**src/rtl/pbd_pkg.sv**
```systemverilog
package pbd_pkg;
  localparam int NUM_DEST   = 6;
  localparam int DEST_REG   = 0;
  localparam int DEST_DISC  = 1;
  localparam int DEST_LATCH = 2;
  localparam int NUM_LATCH  = 4;

  typedef enum logic [1:0] {
    SPD_SYNC   = 2'b00,
    SPD_MEDIUM = 2'b01,
    SPD_FAST   = 2'b10,
    SPD_SLOW   = 2'b11
  } spd_e;

  typedef struct packed {
    logic                ctrlWr;
    logic                ctrlRd;
    logic [NUM_DEST-1:0] dest;
  } strobe_t;
endpackage

```
**src/rtl/pbd_decode.sv**
```systemverilog
module pbd_decode
  import pbd_pkg::*;
#(
  parameter int ADDR_W     = 32,
  parameter int BANK_LSB   = 16,
  parameter int BANK_W     = 3,
  parameter int TYPE_LSB   = 19,
  parameter int OFS_LSB    = 2,
  parameter int OFS_W      = 5,
  parameter int REG_BANK   = 0,
  parameter int DISC_BANK  = 1,
  parameter int LATCH_BANK = 5
) (
  input  logic              busValid,
  input  logic              busWrite,
  input  logic [ADDR_W-1:0] busAddr,
  output strobe_t           strobes,
  output logic [OFS_W-1:0]  destIndex
);
  localparam int LATCH_BYTE_OFS [NUM_LATCH] = '{'h00, 'h18, 'h40, 'h48};

  logic [BANK_W-1:0]    bank;
  spd_e                 speed;
  logic [OFS_W-1:0]     wordOfs;
  logic [NUM_LATCH-1:0] latchHit;

  assign bank      = busAddr[BANK_LSB +: BANK_W];
  assign speed     = spd_e'(busAddr[TYPE_LSB +: 2]);
  assign wordOfs   = busAddr[OFS_LSB +: OFS_W];
  assign destIndex = wordOfs;

  for (genvar i = 0; i < NUM_LATCH; i++) begin : g_latch
    assign latchHit[i] = (wordOfs == OFS_W'(LATCH_BYTE_OFS[i] >> OFS_LSB));
  end

  always_comb begin
    strobes = '0;
    if (busValid) begin
      if (bank == BANK_W'(REG_BANK)) begin
        if (wordOfs == '0) begin
          strobes.ctrlWr = busWrite;
          strobes.ctrlRd = !busWrite;
        end else begin
          strobes.dest[DEST_REG] = 1'b1;
        end
      end else if (bank == BANK_W'(DISC_BANK)) begin
        strobes.dest[DEST_DISC] = 1'b1;
      end else if (bank == BANK_W'(LATCH_BANK) && speed == SPD_FAST) begin
        strobes.dest[DEST_LATCH +: NUM_LATCH] = latchHit;
      end
    end
  end
endmodule

```
**src/rtl/pbd_datapath.sv**
```systemverilog
module pbd_datapath
  import pbd_pkg::*;
#(
  parameter int         DATA_W     = 32,
  parameter int         LANE_LSB   = 16,
  parameter logic [7:0] CTRL_RESET = 8'hFF
) (
  input  logic              clk,
  input  logic              rstN,
  input  strobe_t           strobes,
  input  logic              busWord,
  input  logic [DATA_W-1:0] busWrData,
  input  logic [7:0]        regRdByte,
  input  logic [7:0]        periphRdByte,
  input  logic              sclLevel,
  input  logic              sdaLevel,
  input  logic              flyback,
  output logic [DATA_W-1:0] busRdData,
  output logic [7:0]        destWrByte,
  output logic              sclPullLow,
  output logic              sdaPullLow
);
  localparam int BYTE_W = 8;

  logic [BYTE_W-1:0] ctrlQ;
  logic [BYTE_W-1:0] ctrlView;
  logic [BYTE_W-1:0] rdByte;
  logic              rdKnown;

  assign destWrByte = busWrData[LANE_LSB +: BYTE_W];

  always_ff @(posedge clk) begin
    if (!rstN)               ctrlQ <= CTRL_RESET;
    else if (strobes.ctrlWr) ctrlQ <= destWrByte;
  end

  assign sclPullLow = !ctrlQ[1];
  assign sdaPullLow = !ctrlQ[0];
  assign ctrlView   = {flyback, 1'b1, ctrlQ[5:2], sclLevel, sdaLevel};
  assign rdKnown    = strobes.ctrlRd || (|strobes.dest);

  always_comb begin
    if (strobes.ctrlRd)              rdByte = ctrlView;
    else if (strobes.dest[DEST_REG]) rdByte = regRdByte;
    else                             rdByte = periphRdByte;
  end

  always_comb begin
    busRdData = '1;
    if (rdKnown) begin
      if (busWord) begin
        busRdData[LANE_LSB +: BYTE_W] = rdByte;
      end else begin
        busRdData = '0;
        busRdData[BYTE_W-1:0] = rdByte;
      end
    end
  end
endmodule

```
**src/rtl/periph_bus_decoder.sv**
```systemverilog
module periph_bus_decoder
  import pbd_pkg::*;
(
  input  logic        clk,
  input  logic        rstN,
  input  logic        busValid,
  input  logic        busWrite,
  input  logic        busWord,
  input  logic [31:0] busAddr,
  input  logic [31:0] busWrData,
  output logic [31:0] busRdData,
  input  logic [7:0]  regRdByte,
  input  logic [7:0]  periphRdByte,
  output logic [5:0]  destSel,
  output logic [4:0]  destIndex,
  output logic [7:0]  destWrByte,
  output logic        destWrite,
  input  logic        sclLevel,
  input  logic        sdaLevel,
  input  logic        flyback,
  output logic        sclPullLow,
  output logic        sdaPullLow
);
  strobe_t strobes;

  pbd_decode u_decode (
    .busValid  (busValid),
    .busWrite  (busWrite),
    .busAddr   (busAddr),
    .strobes   (strobes),
    .destIndex (destIndex)
  );

  pbd_datapath u_datapath (
    .clk          (clk),
    .rstN         (rstN),
    .strobes      (strobes),
    .busWord      (busWord),
    .busWrData    (busWrData),
    .regRdByte    (regRdByte),
    .periphRdByte (periphRdByte),
    .sclLevel     (sclLevel),
    .sdaLevel     (sdaLevel),
    .flyback      (flyback),
    .busRdData    (busRdData),
    .destWrByte   (destWrByte),
    .sclPullLow   (sclPullLow),
    .sdaPullLow   (sdaPullLow)
  );

  assign destSel   = strobes.dest;
  assign destWrite = busValid && busWrite;
endmodule

```
**config.mk**
```make
export PLATFORM = sky130hd
export DESIGN_NAME = periph_bus_decoder
export DESIGN_NICKNAME = d
export VERILOG_FILES = /design/src/rtl/pbd_pkg.sv /design/src/rtl/pbd_decode.sv /design/src/rtl/pbd_datapath.sv /design/src/rtl/periph_bus_decoder.sv
export SDC_FILE = /design/constraint.sdc
export NUM_CORES = 1
export LEC_CHECK = 0
export BUFFER_PORTS_ARGS = -buffer_cell sky130_fd_sc_hd__buf_2
export CAP_MARGIN = 20
export CORE_ASPECT_RATIO = 0.9
export CORE_MARGIN = 1
export CORE_UTILIZATION = 32
export DETAILED_ROUTE_END_ITERATION = 16
export PLACE_DENSITY = 0.86
export SETUP_SLACK_MARGIN = 0.1
export SKIP_CTS_REPAIR_TIMING = 1
export SYNTH_ARGS = -nofsm -noshare
export SYNTH_HDL_FRONTEND = slang
export SYNTH_SLANG_ARGS = --single-unit
```
**constraint.sdc**
```tcl
create_clock -name clk -period 3.87 [get_ports clk]
set_input_delay 0.774 -clock clk [delete_from_list [all_inputs] [get_ports clk]]
set_output_delay 0.774 -clock clk [all_outputs]
set_load 0.01 [all_outputs]
```
==> impl_results.md <==
- Die Y: 56.7 µm
- CTS H-tree lvls: 1
- MaxCap Viol Count: 0
- First-pass GRT wire length: 4750 µm
- Slew @ Worst Pin: 0.503 ns
- Grt total ovfl: 0
- Distinct cells, synth: 32
- Hold crit path type: register to register
- CTS Buffer Depth: 2
- Register area share after synthesis: 0.113
- Hold Violations, Final: 0
- Core area: 3110 µm²
- Clock latency on the worst-skew pair: 0.22 ns
- Yosys top cell area share: 0.240
- CTS tree: built
- Crit path capture type: output pin
- Most frequent cells after synthesis: buf_4, nand2_1, nand3_1, o21ai_0
- Period Utilization, post-route: 0.866
- Vias per std cell: 5.11
- HPWL Detailed: 2370 µm
- Clock Skew: 0 ns
- Critical path depth in cells: 6
- Ports: 142
- Synth area leader: buf_4
- Peak supply drop: 0.202 mV
- Lkg Pwr: 0.000646 µW
- FF-to-FF path depth: 2
- GRT Util Overall: 0.163
- CP Cell Sequence: buf_2 > or4_1 > or3_4 > a22o_1 > nand2_1 > buf_2
- Top FF cell, synth: dfxtp_1
- Clock transition at path regs: 0.04 ns
- Top-count cell post-synth: buf_4
- Ys async rst share: 0
- Mapped Nets: 226
- Most flop-heavy register: u_datapath.ctrlQ
- Initial antenna violation count: 0
- Rel. slew slack: 0.662
- Die ar.: 3550 µm²
- Total CTS buffers: 3
- Max reg flops: 6
- Buf/Inv on CP: 2
- Vias: 1217
- Worst Hold Launch: u_datapath.ctrlQ[1]$_SDFFE_PN1P_
- Largest net degree at the start of global routing: 17
- Crit start category: primary input
- Syn avg cell area: 7.70 µm²
- Max incr delay on CP: 0.54 ns
- WHS: 0.470 ns
- Crit path arrival time: 2.58 ns
- Crit path required time: 3.10 ns
- Critical Path Most Common Cell: buf_2
- Rows: 19
- Drt total wl: 3000 µm
- Area grow syn2layout: 27.8%
- Number of synthesized flops with an enable pin: 0
- RSZ-0062 raised after global routing: no
- Clk sink count: 6
- Reg2reg end: u_datapath.ctrlQ[4]$_SDFFE_PN1P_
- Ratio of cells with drive above 1 in the final layout: 0.526
- Final routed DRC violation total: 0
- Biggest regs: u_datapath.ctrlQ: 6 flops
- Post-Syn Area: 1060 µm²
- Final Setup Violations: 0
- Avg WL per Cell: 12.6 µm
- Hold path endpoint: u_datapath.ctrlQ[1]$_SDFFE_PN1P_
- Total Neg Setup Slack: 0 ns
- Worst setup path class: primary input to output pin
- Placer Congestion: 0.807
- Critical path's slowest cell: or4_1
- Flop-to-flop setup slack: 3.24 ns
- Crit path time final: 3.35 ns
- Die X: 62.7 µm
- Post-Synthesis Cells: 138
- TritonRoute pass-1 iters: 4
- Vias in the first global route: 1082
- Starting density of the core: 0.341
- Status: finished clean
- CP delay by family, top: simple AND/OR/NAND/NOR gates
- Synth Warn #: 0
- Nets: 286
- Worst reg2reg path startpoint: u_datapath.ctrlQ[4]$_SDFFE_PN1P_
- Port Buffers: 91
- Leading cell types by total area after synthesis: buf_4, dfxtp_1, a2111o_1
- ANT cells: 0
- CP max FO: 16
- Hold depth: 2
- Final ANT Viol Nets: 0
- Max Fclk: 298 MHz
- PwrDens: 178 nW/µm²
- Slew Limit Fails: 0
- Initial drt markers: 29
- Clock root buffer: clkbuf_8
- Seq cells post-synth: 6
layout make-up:
| type | instances | area, µm² |
|---|---|---|
| multi-input cells | 87 | 636 |
| clock buffers | 3 | 41.3 |
| inverters | 4 | 15.0 |
| fillers | 344 | 1760 |
| flip-flops and latches | 6 | 120 |
| repair buffers | 96 | 493 |
| well taps | 42 | 52.6 |
cell usage in the layout, fill, tap and decap left out, types with 3 or more instances in the layout:
cell type and n:
a311o_1 7, a2111o_1 7, mux2i_1 6, and2_1 3, nand3_1 8, o2bb2ai_1 7
nand2b_1 3, a21oi_1 7, nor3_1 3, dfxtp_1 6, inv_1 4, clkbuf_8 3
nand2_1 9, buf_2 91, nor2_1 3, o21ai_0 8, buf_4 5
kinds of logic after synthesis:
kind of cell / count (synthesis) / share of synthesized area
buffers and inverters: 45 / 0.289
AO/OA/AOI/OAI: 40 / 0.310
AND/OR/NAND/NOR: 40 / 0.224
multiplexers: 6 / 0.0565
flip-flops: 6 / 0.113
XOR/XNOR: 1 / 0.00825
power by group:
group	leakage, µW	internal [µW]	total, µW	switching, µW
clock network	0.0000216	66.7	92.4	25.7
logic	0.000576	39.6	87.3	47.7
registers	0.0000486	62.3	62.3	0.0296
total	0.000646	169	242	73.4
stage by stage:
| stage | area (µm²) | instances | util | setup WS [ns] | total power, µW |
|---|---|---|---|---|---|
| 2_1_floorplan | 1060 | 138 | - | 0.494 | 121 |
| 3_3_place_gp | 1320 | 235 | 0.423 | 0.521 | 149 |
| 3_5_place_dp | 1320 | 235 | 0.423 | 0.495 | 151 |
| 4_1_cts | 1360 | 238 | 0.436 | 0.499 | 245 |
| 5_1_grt | 1360 | 238 | 0.436 | 0.425 | 257 |
| 6_report | 1360 | 238 | 0.436 | 0.517 | 242 |
worst min-delay path: stages (launching register included):
cell and delay (ns):
dfxtp_1 0.32, mux2i_1 0.07, nand2_1 0.05
routing by layer:
layer  track usage  wire [µm]  vias to the layer above  share of wire
li1              -          -                      603              -
met1         0.194       1300                      554           0.43
met2         0.298       1470                       58           0.49
met3        0.0346        211                        2          0.070
met4        0.0365         14                        0         0.0047
met5             0          0                        -              0
how the worst max path moves through the flow:
stage	startpoint	endpoint	slack [ns]
final	busAddr[3]	busRdData[9]	0.52
after global routing	busAddr[3]	busRdData[31]	0.42
after CTS	busAddr[3]	busRdData[12]	0.50
after detailed placement	busAddr[3]	busRdData[12]	0.49
after global placement	busAddr[3]	busRdData[12]	0.52
after floorplan	busAddr[3]	busRdData[10]	0.49
Power figures use the tool's default switching activity.
